[config.mk]
export PLATFORM = sky130hd
export DESIGN_NAME = pcm_stereo_deser
export DESIGN_NICKNAME = d
export VERILOG_FILES = /design/src/rtl/pcm_rx_pkg.sv /design/src/rtl/pcm_rx_sync.sv /design/src/rtl/pcm_rx_shift.sv /design/src/rtl/pcm_rx_pair.sv /design/src/rtl/pcm_stereo_deser.sv
export SDC_FILE = /design/constraint.sdc
export NUM_CORES = 1
export LEC_CHECK = 0
export BUFFER_PORTS_ARGS = -buffer_cell sky130_fd_sc_hd__buf_2
export CORE_MARGIN = 2
export CORE_UTILIZATION = 45
export CTS_BUF_LIST = sky130_fd_sc_hd__clkbuf_8
export DETAILED_ROUTE_END_ITERATION = 6
export GPL_TIMING_DRIVEN = 1
export HOLD_SLACK_MARGIN = 0.1
export PLACE_DENSITY = 0.64
export SLEW_MARGIN = 5
export SYNTH_ARGS = -nofsm -noshare
export SYNTH_HDL_FRONTEND = slang
export SYNTH_SLANG_ARGS = --single-unit
export TNS_END_PERCENT = 50
[constraint.sdc]
create_clock -name clk -period 3.11 [get_ports clk]
set_input_delay 0.622 -clock clk [delete_from_list [all_inputs] [get_ports clk]]
set_output_delay 0.622 -clock clk [all_outputs]
set_load 0.02 [all_outputs]
[src/rtl/pcm_rx_pkg.sv]
package pcm_rx_pkg;
    localparam int SAMPLE_W = 24;
    localparam int CNT_W    = $clog2(SAMPLE_W + 1);

    // Map the word-length code to a bit count; the spare code falls back to 16.
    function automatic logic [CNT_W-1:0] wlen_bits(input logic [1:0] code);
        case (code)
            2'b01:   wlen_bits = CNT_W'(20);
            2'b10:   wlen_bits = CNT_W'(24);
            default: wlen_bits = CNT_W'(16);
        endcase
    endfunction

    // Keep the low n bits of raw and copy bit n-1 into every higher position.
    function automatic logic [SAMPLE_W-1:0] sign_extend(input logic [SAMPLE_W-1:0] raw,
                                                        input logic [CNT_W-1:0] n);
        logic [SAMPLE_W-1:0] res;
        for (int i = 0; i < SAMPLE_W; i++)
            res[i] = (i < int'(n)) ? raw[i] : raw[n - 1'b1];
        return res;
    endfunction
endpackage

[src/rtl/pcm_rx_sync.sv]
// Brings the serial inputs into the clk domain and flags bit-clock rising edges.
// Assumes the bit clock is slower than clk / 2 when SYNC_STAGES > 0. With
// SYNC_STAGES == 0, clk is the bit clock and every edge is a bit.
module pcm_rx_sync #(
    parameter int SYNC_STAGES = 2
) (
    input  logic clk,
    input  logic rst_n,
    input  logic bclk_in,
    input  logic lrclk_in,
    input  logic sdata_in,
    output logic bit_rise,
    output logic lr_s,
    output logic d_s
);
    generate
        if (SYNC_STAGES > 0) begin : g_sync
            logic [SYNC_STAGES-1:0] bclk_p, lr_p, d_p;
            logic                   bclk_old;

            // Shift all three inputs through equal-depth pipelines.
            always_ff @(posedge clk) begin
                if (!rst_n) begin
                    bclk_p   <= '0;
                    lr_p     <= '0;
                    d_p      <= '0;
                    bclk_old <= 1'b0;
                end else begin
                    bclk_p   <= {bclk_p[SYNC_STAGES-1:0], bclk_in} >> 0;
                    lr_p     <= {lr_p[SYNC_STAGES-1:0], lrclk_in} >> 0;
                    d_p      <= {d_p[SYNC_STAGES-1:0], sdata_in} >> 0;
                    bclk_old <= bclk_p[SYNC_STAGES-1];
                end
            end

            assign bit_rise = bclk_p[SYNC_STAGES-1] & ~bclk_old;
            assign lr_s     = lr_p[SYNC_STAGES-1];
            assign d_s      = d_p[SYNC_STAGES-1];
        end else begin : g_direct
            logic unused_bclk;
            assign unused_bclk = bclk_in;
            assign bit_rise    = 1'b1;
            assign lr_s        = lrclk_in;
            assign d_s         = sdata_in;
        end
    endgenerate
endmodule

[src/rtl/pcm_rx_shift.sv]
// Collects the bits of each half-frame and emits the finished word when the
// frame clock changes. Right-justified: keeps the latest N bits before the
// change. I2S: takes N bits starting one bit after the change, including the
// bit sampled on the closing edge itself.
module pcm_rx_shift
    import pcm_rx_pkg::*;
(
    input  logic                clk,
    input  logic                rst_n,
    input  logic                bit_rise,
    input  logic                lr_s,
    input  logic                d_s,
    input  logic                cfg_i2s,
    input  logic [CNT_W-1:0]    nbits,
    output logic                word_done,
    output logic                word_lr,
    output logic [SAMPLE_W-1:0] word
);
    logic                started, lr_prev;
    logic [SAMPLE_W-1:0] shreg, shifted;
    logic [CNT_W-1:0]    cnt;
    logic                room;

    assign shifted = {shreg[SAMPLE_W-2:0], d_s};
    assign room    = (cnt < nbits);

    // Shift on each bit rise and close out the word on each frame-clock change.
    always_ff @(posedge clk) begin
        if (!rst_n) begin
            started   <= 1'b0;
            lr_prev   <= 1'b0;
            shreg     <= '0;
            cnt       <= '0;
            word_done <= 1'b0;
            word_lr   <= 1'b0;
            word      <= '0;
        end else begin
            word_done <= 1'b0;
            if (bit_rise) begin
                started <= 1'b1;
                lr_prev <= lr_s;
                if (started && (lr_s != lr_prev)) begin
                    word_done <= 1'b1;
                    word_lr   <= lr_prev;
                    if (cfg_i2s) begin
                        word  <= sign_extend(room ? shifted : shreg, nbits);
                        shreg <= '0;
                    end else begin
                        word  <= sign_extend(shreg, nbits);
                        shreg <= shifted;
                    end
                    cnt <= '0;
                end else if (!cfg_i2s) begin
                    shreg <= shifted;
                end else if (room) begin
                    shreg <= shifted;
                    cnt   <= cnt + 1'b1;
                end
            end
        end
    end
endmodule

[src/rtl/pcm_rx_pair.sv]
// Holds the left word until the matching right word arrives, then presents
// both with a one-cycle strobe. Assumes left comes before right in a frame.
module pcm_rx_pair
    import pcm_rx_pkg::*;
(
    input  logic                clk,
    input  logic                rst_n,
    input  logic                word_done,
    input  logic                word_is_left,
    input  logic [SAMPLE_W-1:0] word,
    output logic [SAMPLE_W-1:0] left_o,
    output logic [SAMPLE_W-1:0] right_o,
    output logic                valid_o
);
    logic [SAMPLE_W-1:0] left_hold;

    // Park left words and release the pair on each right word.
    always_ff @(posedge clk) begin
        if (!rst_n) begin
            left_hold <= '0;
            left_o    <= '0;
            right_o   <= '0;
            valid_o   <= 1'b0;
        end else begin
            valid_o <= 1'b0;
            if (word_done && word_is_left) begin
                left_hold <= word;
            end else if (word_done) begin
                left_o  <= left_hold;
                right_o <= word;
                valid_o <= 1'b1;
            end
        end
    end
endmodule

[src/rtl/pcm_stereo_deser.sv]
// Top of the stereo serial receiver: synchronizer, word shifter, pair stage.
// Assumes the configuration inputs stay static while data flows.
module pcm_stereo_deser
    import pcm_rx_pkg::*;
#(
    parameter int SYNC_STAGES = 2
) (
    input  logic                clk,
    input  logic                rst_n,
    input  logic                bclk_in,
    input  logic                lrclk_in,
    input  logic                sdata_in,
    input  logic                cfg_i2s,
    input  logic [1:0]          cfg_wlen,
    input  logic                cfg_lr_swap,
    output logic [SAMPLE_W-1:0] left_o,
    output logic [SAMPLE_W-1:0] right_o,
    output logic                valid_o
);
    logic                bit_rise, lr_s, d_s;
    logic                word_done, word_lr;
    logic [SAMPLE_W-1:0] word;
    logic [CNT_W-1:0]    nbits;

    assign nbits = wlen_bits(cfg_wlen);

    pcm_rx_sync #(.SYNC_STAGES(SYNC_STAGES)) u_sync (
        .clk(clk), .rst_n(rst_n), .bclk_in(bclk_in), .lrclk_in(lrclk_in),
        .sdata_in(sdata_in), .bit_rise(bit_rise), .lr_s(lr_s), .d_s(d_s)
    );

    pcm_rx_shift u_shift (
        .clk(clk), .rst_n(rst_n), .bit_rise(bit_rise), .lr_s(lr_s), .d_s(d_s),
        .cfg_i2s(cfg_i2s), .nbits(nbits), .word_done(word_done),
        .word_lr(word_lr), .word(word)
    );

    pcm_rx_pair u_pair (
        .clk(clk), .rst_n(rst_n), .word_done(word_done),
        .word_is_left(word_lr ^ cfg_lr_swap), .word(word),
        .left_o(left_o), .right_o(right_o), .valid_o(valid_o)
    );
endmodule

Yosys cells after proc, flatten, opt, wreduce, memory -nomap -nowiden
Cells that the tools add are included.
{"block": "op_classes", "n_lt_le_gt_ge": 26, "mux": 63, "n_reduce_logical": 9, "bitwise_logic": 5, "eq_ne": 3, "n_addsub": 2}
{"cell": "two-way mux 24 bit", "count": 5}
{"cell": "two-way mux 1 bit", "count": 52}
{"cell": "less-than comparator 4 x 5 -> 1 bit (first input constant)", "count": 8}
{"cell": "less-than comparator 5 bit (first input constant)", "count": 8}
{"cell": "less-than comparator 3 x 5 -> 1 bit (first input constant)", "count": 4}
{"cell": "two-way mux 5 bit", "count": 3}
{"cell": "binary-select mux 1 bit (select 5 bit)", "count": 2}
{"cell": "less-than comparator 1 x 5 -> 1 bit (first input constant)", "count": 2}
{"cell": "less-than comparator 2 x 5 -> 1 bit (first input constant)", "count": 2}
{"cell": "one-hot mux 4 bit (2 select lines)", "count": 1}
{"cell": "less-than comparator 5 x 6 -> 1 bit (second input constant)", "count": 1}
{"cell": "AND reduction 2 bit", "count": 3}
{"cell": "adder 5 x 1 -> 5 bit (second input constant)", "count": 1}
{"cell": "less-than comparator 5 bit", "count": 1}
{"cell": "subtractor 5 x 1 -> 5 bit (second input constant)", "count": 1}
{"cell": "nonzero test 2 bit", "count": 2}
{"cell": "inverter 1 bit", "count": 3}
{"cell": "AND reduction 3 bit", "count": 1}
{"cell": "equality test 2 x 1 -> 1 bit (second input constant)", "count": 1}
{"cell": "equality test 2 bit (second input constant)", "count": 1}
{"cell": "logical AND 1 bit", "count": 2}
{"cell": "OR reduction 2 bit", "count": 1}
{"cell": "bitwise AND 1 bit", "count": 1}
{"cell": "!= test 1 bit", "count": 1}
{"cell": "XOR 1 bit", "count": 1}
{"block": "totals", "output_inout_bits": 49, "reg_bits": 137, "input_bits": 9, "word_cells": 123}

Depth between registers and ports, before layout
{"block": "logic_depth", "word_depth": 8, "ltp_mapped": 10}

Modules after synthesis
A second synthesis with hierarchy kept.
{"block": "unflattened", "hier_cells": 850, "area_unflattened_um2": 7105.6}
{"module": "pcm_rx_shift", "area_each_um2": 4176.5, "cells_each": 566, "seq_area_each_um2": 1141.1, "n_inst": 1}
{"module": "pcm_rx_pair", "area_each_um2": 2707.6, "cells_each": 264, "seq_area_each_um2": 1461.4, "n_inst": 1}
{"module": "pcm_rx_sync", "area_each_um2": 190.2, "cells_each": 15, "seq_area_each_um2": 140.1, "n_inst": 1}
{"module": "pcm_stereo_deser", "area_each_um2": 31.3, "cells_each": 5, "seq_area_each_um2": 0.0, "n_inst": 1}

Worst setup path before layout
OpenSTA, ideal clock, no wires.
{"block": "synth_timing", "path_type": "input -> register", "from": "input port cfg_wlen[0]", "to": "register u_shift.word[20]", "path_slack_ps": 458, "arrival_ps": 2513, "cell_stages": 9, "n_path_buf": 0, "path_cell_list": "inv_1 > ha_1 > inv_1 > ha_1 > o21ai_2 > nor2_2 > mux4_2 > a41oi_2 > o221ai_1"}
{"block": "synth_via", "elab_chain_len": 8, "word_cells_on_any_way": 14, "cone_classes": "add/sub (1); order compare (2); eq/ne (2); mux (9)"}
{"item": "from (decl)", "line_no": "pcm_stereo_deser.sv:14", "rtl": "input logic [1:0] cfg_wlen,"}
{"item": "equality test 2 bit / equality test 2 x 1 -> 1 bit (equally long branches)", "line_no": "pcm_rx_pkg.sv:7", "rtl": "case (code)"}
{"item": "one-hot mux 4 bit (2 select lines) (*)", "line_no": "pcm_rx_pkg.sv:7"}
{"item": "less-than comparator 5 bit", "line_no": "pcm_rx_shift.sv:25", "rtl": "assign room = (cnt < nbits);"}
{"item": "two-way mux 24 bit"}
{"item": "binary-select mux 1 bit (select 5 bit)", "line_no": "pcm_rx_pkg.sv:19", "rtl": "res[i] = (i < int'(n)) ? raw[i] : raw[n - 1'b1];"}
{"item": "two-way mux 1 bit (not written as such)", "line_no": "pcm_rx_pkg.sv:19"}
{"item": "two-way mux 1 bit", "line_no": "pcm_rx_pkg.sv:19"}
{"item": "two-way mux 24 bit (*)", "line_no": "pcm_rx_shift.sv:45", "rtl": "if (cfg_i2s) begin"}
{"item": "to (signal assigned)", "line_no": "pcm_rx_shift.sv:46", "rtl": "word <= sign_extend(room ? shifted : shreg, nbits);"}
{"item": "to (signal assigned)", "line_no": "pcm_rx_shift.sv:49", "rtl": "word <= sign_extend(shreg, nbits);"}
{"item": "to (decl)", "line_no": "pcm_rx_shift.sv:17", "rtl": "output logic [SAMPLE_W-1:0] word"}
Every way passes the cells marked *; elsewhere a longest branch is shown, timed or not. The select of a mux whose other input is x is not followed.
A chain may end at the register's enable or synchronous reset.

Worst setup path after layout
{"block": "layout_timing", "from": "input port cfg_wlen[0]", "to": "register u_shift.word[22]"}
Same word-level chain as after synthesis.

==> flow_summary_export.csv <==
group,metric,value,unit
global_route,antenna_found_initial,0,
synth,synthArstFlopShare,0,
global_route,grt_pass1_wl,19390,microns
cells_and_area,num_antenna_cells,0,
synth,syn_area,5614,sq um
floorplan,io_pins,58,
cells_and_area,final_net_count,670,
worst_setup_path,path_class,"in2reg",
global_route,grt_pass1_vias,4046,
clock_tree,cts.sinks,137,
timing,hold_viol,0,
routing,detail_route.iter0.violations,338,
worst_setup_path,crit_fanout,5,
routing,drt_pass1_iterations,4,
place,gp_congestion,0.8075,
synth,syn_nets,627,
worst_setup_path,r2r-end,"u_shift.word[22]$_SDFFE_PN0P_",
synth,synth_ff_type,"dfxtp_1",
cells_and_area,drive_above_1_share,0.1612,
worst_setup_path,end_kind,"register",
clock_tree,cts_setup_buffers,0,
synth,yosysSeqAreaShare,0.4885,
worst_setup_path,cp-start-kind,"input port",
timing,tightest_slew,0.8854,ns
cells_and_area,instances_no_fill,838,
job,cap_violations,0,
routing,drc,0,
global_route,grt_start_max_net_pins,50,
worst_setup_path,cp.required,3.41,ns
routing,routed_via_density,5.153,
floorplan,rows,40,
timing,setup_tns,0,ns
synth,synth_edf_count,0,
run_status,status,"finished, final reports clean",
power,ir_worst_vdd,0.2529,mV
cells_and_area,areaGrowthSynthToFinish,15.42,%
power,p_switching,737.9,uW
routing,routed_wl,11560,microns
power,leakagePower,2.553,nW
floorplan,core,12110,sq um
routing,wl_per_cell,13.80,microns
clock_tree,clockBufferDepth,2,
timing,fin_crit,2.356,ns
timing,period_share,0.7575,
worst_setup_path,r2r_slack,0.95,ns
floorplan,die_h,115.7,microns
worst_setup_path,critPathArrivalTime,2.66,ns
global_route,grt-ovfl-total,0,
power,p_clk_frac,0.467,
timing,fmax,0.4245,GHz
synth,syn_inst,614,
power,pwr-share-seq,0.503,
routing,ant_nets,0,
global_route,grt_use_total,0.1838,
timing,slew_headroom,0.4097,
place,place.detailed.hpwl,7913,microns
place,placed_cells,806,
clock_tree,clkLatencyLatePin,0.44,ns
worst_setup_path,reg2reg_depth,6,
timing,clock_skew,0.008826,ns
synth,ys_types,49,
synth,synth.ff_latch_count,137,
clock_tree,htreeDepth,4,
cells_and_area,layout_common_cells,"167 x nand2_1, 137 x dfxtp_1, 76 x a21boi_0",
synth,yosysWarnings,0,
clock_tree,path_clk_slew,0.07,ns
clock_tree,root_buffer,"clkbuf_8",
clock_tree,cts_tree,"yes",
clock_tree,holdBufCountCts,0,
worst_setup_path,crit_end,"u_shift.word[22]$_SDFFE_PN0P_",
clock_tree,numCtsBuffers,17,
routing,vias,4318,
hold_path,hp-class,"in2reg",
timing,grt_setup_unrepaired,"no",
synth,syn_avg_cell_area,9.144,sq um
cells_and_area,layout_commonest_cell,"nand2_1",
timing,slew_viol_final,0,
power,sw_frac_of_total,0.2103,
clock_tree,cts_resized,0,
place,io_buffers,57,
power,internal-power,2.770,mW
timing,setup_violations,0,
worst_setup_path,rr_startpoint,"u_shift.cnt[3]$_SDFFE_PN0P_",
floorplan,die_w,115.7,microns
floorplan,dieArea,13390,sq um
floorplan,start_util,0.4635,
power,pwr-share-comb,0.030,
worst_setup_path,critPathLaunch,"cfg_wlen[0]",
power,p_per_area,541.4,nW/um^2
[logic make-up (layout without fill, tap and decap cells)]
family	Yosys count	count (layout)	synth area share
and+or+nand+nor	228	228	0.1807
DFF	137	137	0.4885
adders and majority gates	4	4	0.008915
buffers and inverters	50	106	0.03967
xor gates and xnor gates	6	6	0.009360
muxes	24	24	0.04814
AOI/OAI and AO/OA	165	165	0.2247
[sequential cells by signal, summed over array words and instances (netlist names), 2 cells and up]
| signal | flops |
|---|---|
| u_shift.cnt | 5 |
| u_sync.g_sync.lr_p | 2 |
| u_pair.left_hold | 24 |
| u_sync.g_sync.d_p | 2 |
| u_pair.right_o | 24 |
| u_shift.shreg | 24 |
| u_sync.g_sync.bclk_p | 2 |
| u_shift.word | 24 |
| u_pair.left_o | 24 |
[metrics by stage]
step           hold WS (ns)  power, mW  setup WS, ns    util  area [sq um]
3_5_place_dp         0.4228      1.910        0.3067  0.4976          6027
2_1_floorplan        0.4119      1.887        0.4581       -          5614
6_report             0.3800      3.508        0.7542  0.5350          6480
3_3_place_gp         0.4226      1.908        0.4191  0.4976          6027
4_1_cts              0.3479      3.542        0.7863  0.5350          6480
5_1_grt              0.3567      3.627        0.5781  0.5350          6480
[routing by layer]
metal / vias to the layer above / share of wire / wire length, microns / GRT usage
met5: - / 0 / 0 / 0
met4: 0 / 0.018 / 205 / 0.07540
met3: 15 / 0.040 / 458 / 0.04969
met2: 72 / 0.45 / 5244 / 0.2873
met1: 2026 / 0.49 / 5656 / 0.2420
li1: 2205 / - / - / -
[power groups by stage]
| stage | sequential [mW] | combinational [mW] | clock [mW] |
|---|---|---|---|
| after floorplan | 1.80 | 0.0839 | 0 |
| after global placement | 1.80 | 0.104 | 0 |
| after detailed placement | 1.80 | 0.106 | 0 |
| after CTS | 1.76 | 0.106 | 1.67 |
| after global routing | 1.76 | 0.117 | 1.75 |
| final | 1.76 | 0.106 | 1.64 |
[Yosys cell counts (6+ instances only)]
cell / number / area (sq um)
inv_1: 6 / 22.52
dfxtp_1: 137 / 2743
a21oi_1: 10 / 50.05
nor2b_1: 31 / 193.9
and2_1: 9 / 56.30
nor2_1: 6 / 22.52
mux2i_1: 21 / 210.2
o211a_1: 16 / 160.2
a22oi_1: 24 / 180.2
nand2_1: 167 / 626.9
o21ai_0: 9 / 45.04
clkbuf_1: 34 / 127.6
o221ai_1: 8 / 70.07
a21boi_0: 76 / 570.6
[worst max-delay path, stage by stage]
cell and delay, ns:
buf_2 0.09, inv_1 0.04, ha_1 0.23, inv_1 0.12, ha_1 0.29, o21ai_2 0.14
nor2_2 0.16, mux4_2 0.53, a41oi_2 0.27, o221ai_1 0.18
[how the worst min path moves through the flow]
stage	depth (start not counted)	from	to
2_1_floorplan	1	u_sync.g_sync.bclk_p[0]$_SDFF_PN0_	u_sync.g_sync.bclk_p[1]$_SDFF_PN0_
3_3_place_gp	1	u_sync.g_sync.lr_p[0]$_SDFF_PN0_	u_sync.g_sync.lr_p[1]$_SDFF_PN0_
3_5_place_dp	1	u_sync.g_sync.lr_p[0]$_SDFF_PN0_	u_sync.g_sync.lr_p[1]$_SDFF_PN0_
4_1_cts	2	bclk_in	u_sync.g_sync.bclk_p[0]$_SDFF_PN0_
5_1_grt	2	bclk_in	u_sync.g_sync.bclk_p[0]$_SDFF_PN0_
6_report	2	bclk_in	u_sync.g_sync.bclk_p[0]$_SDFF_PN0_
[cell type report]
| cell class | count | area, sq um |
|---|---|---|
| timing repair buffer | 68 | 392.9 |
| fill | 1188 | 5632 |
| clock inverter | 14 | 205.2 |
| clock buffer | 18 | 247.7 |
| multi-input combinational | 427 | 2659 |
| sequential | 137 | 2743 |
| inverter | 6 | 22.52 |
| tap | 168 | 210.2 |
(Power assumes the default switching activity.)
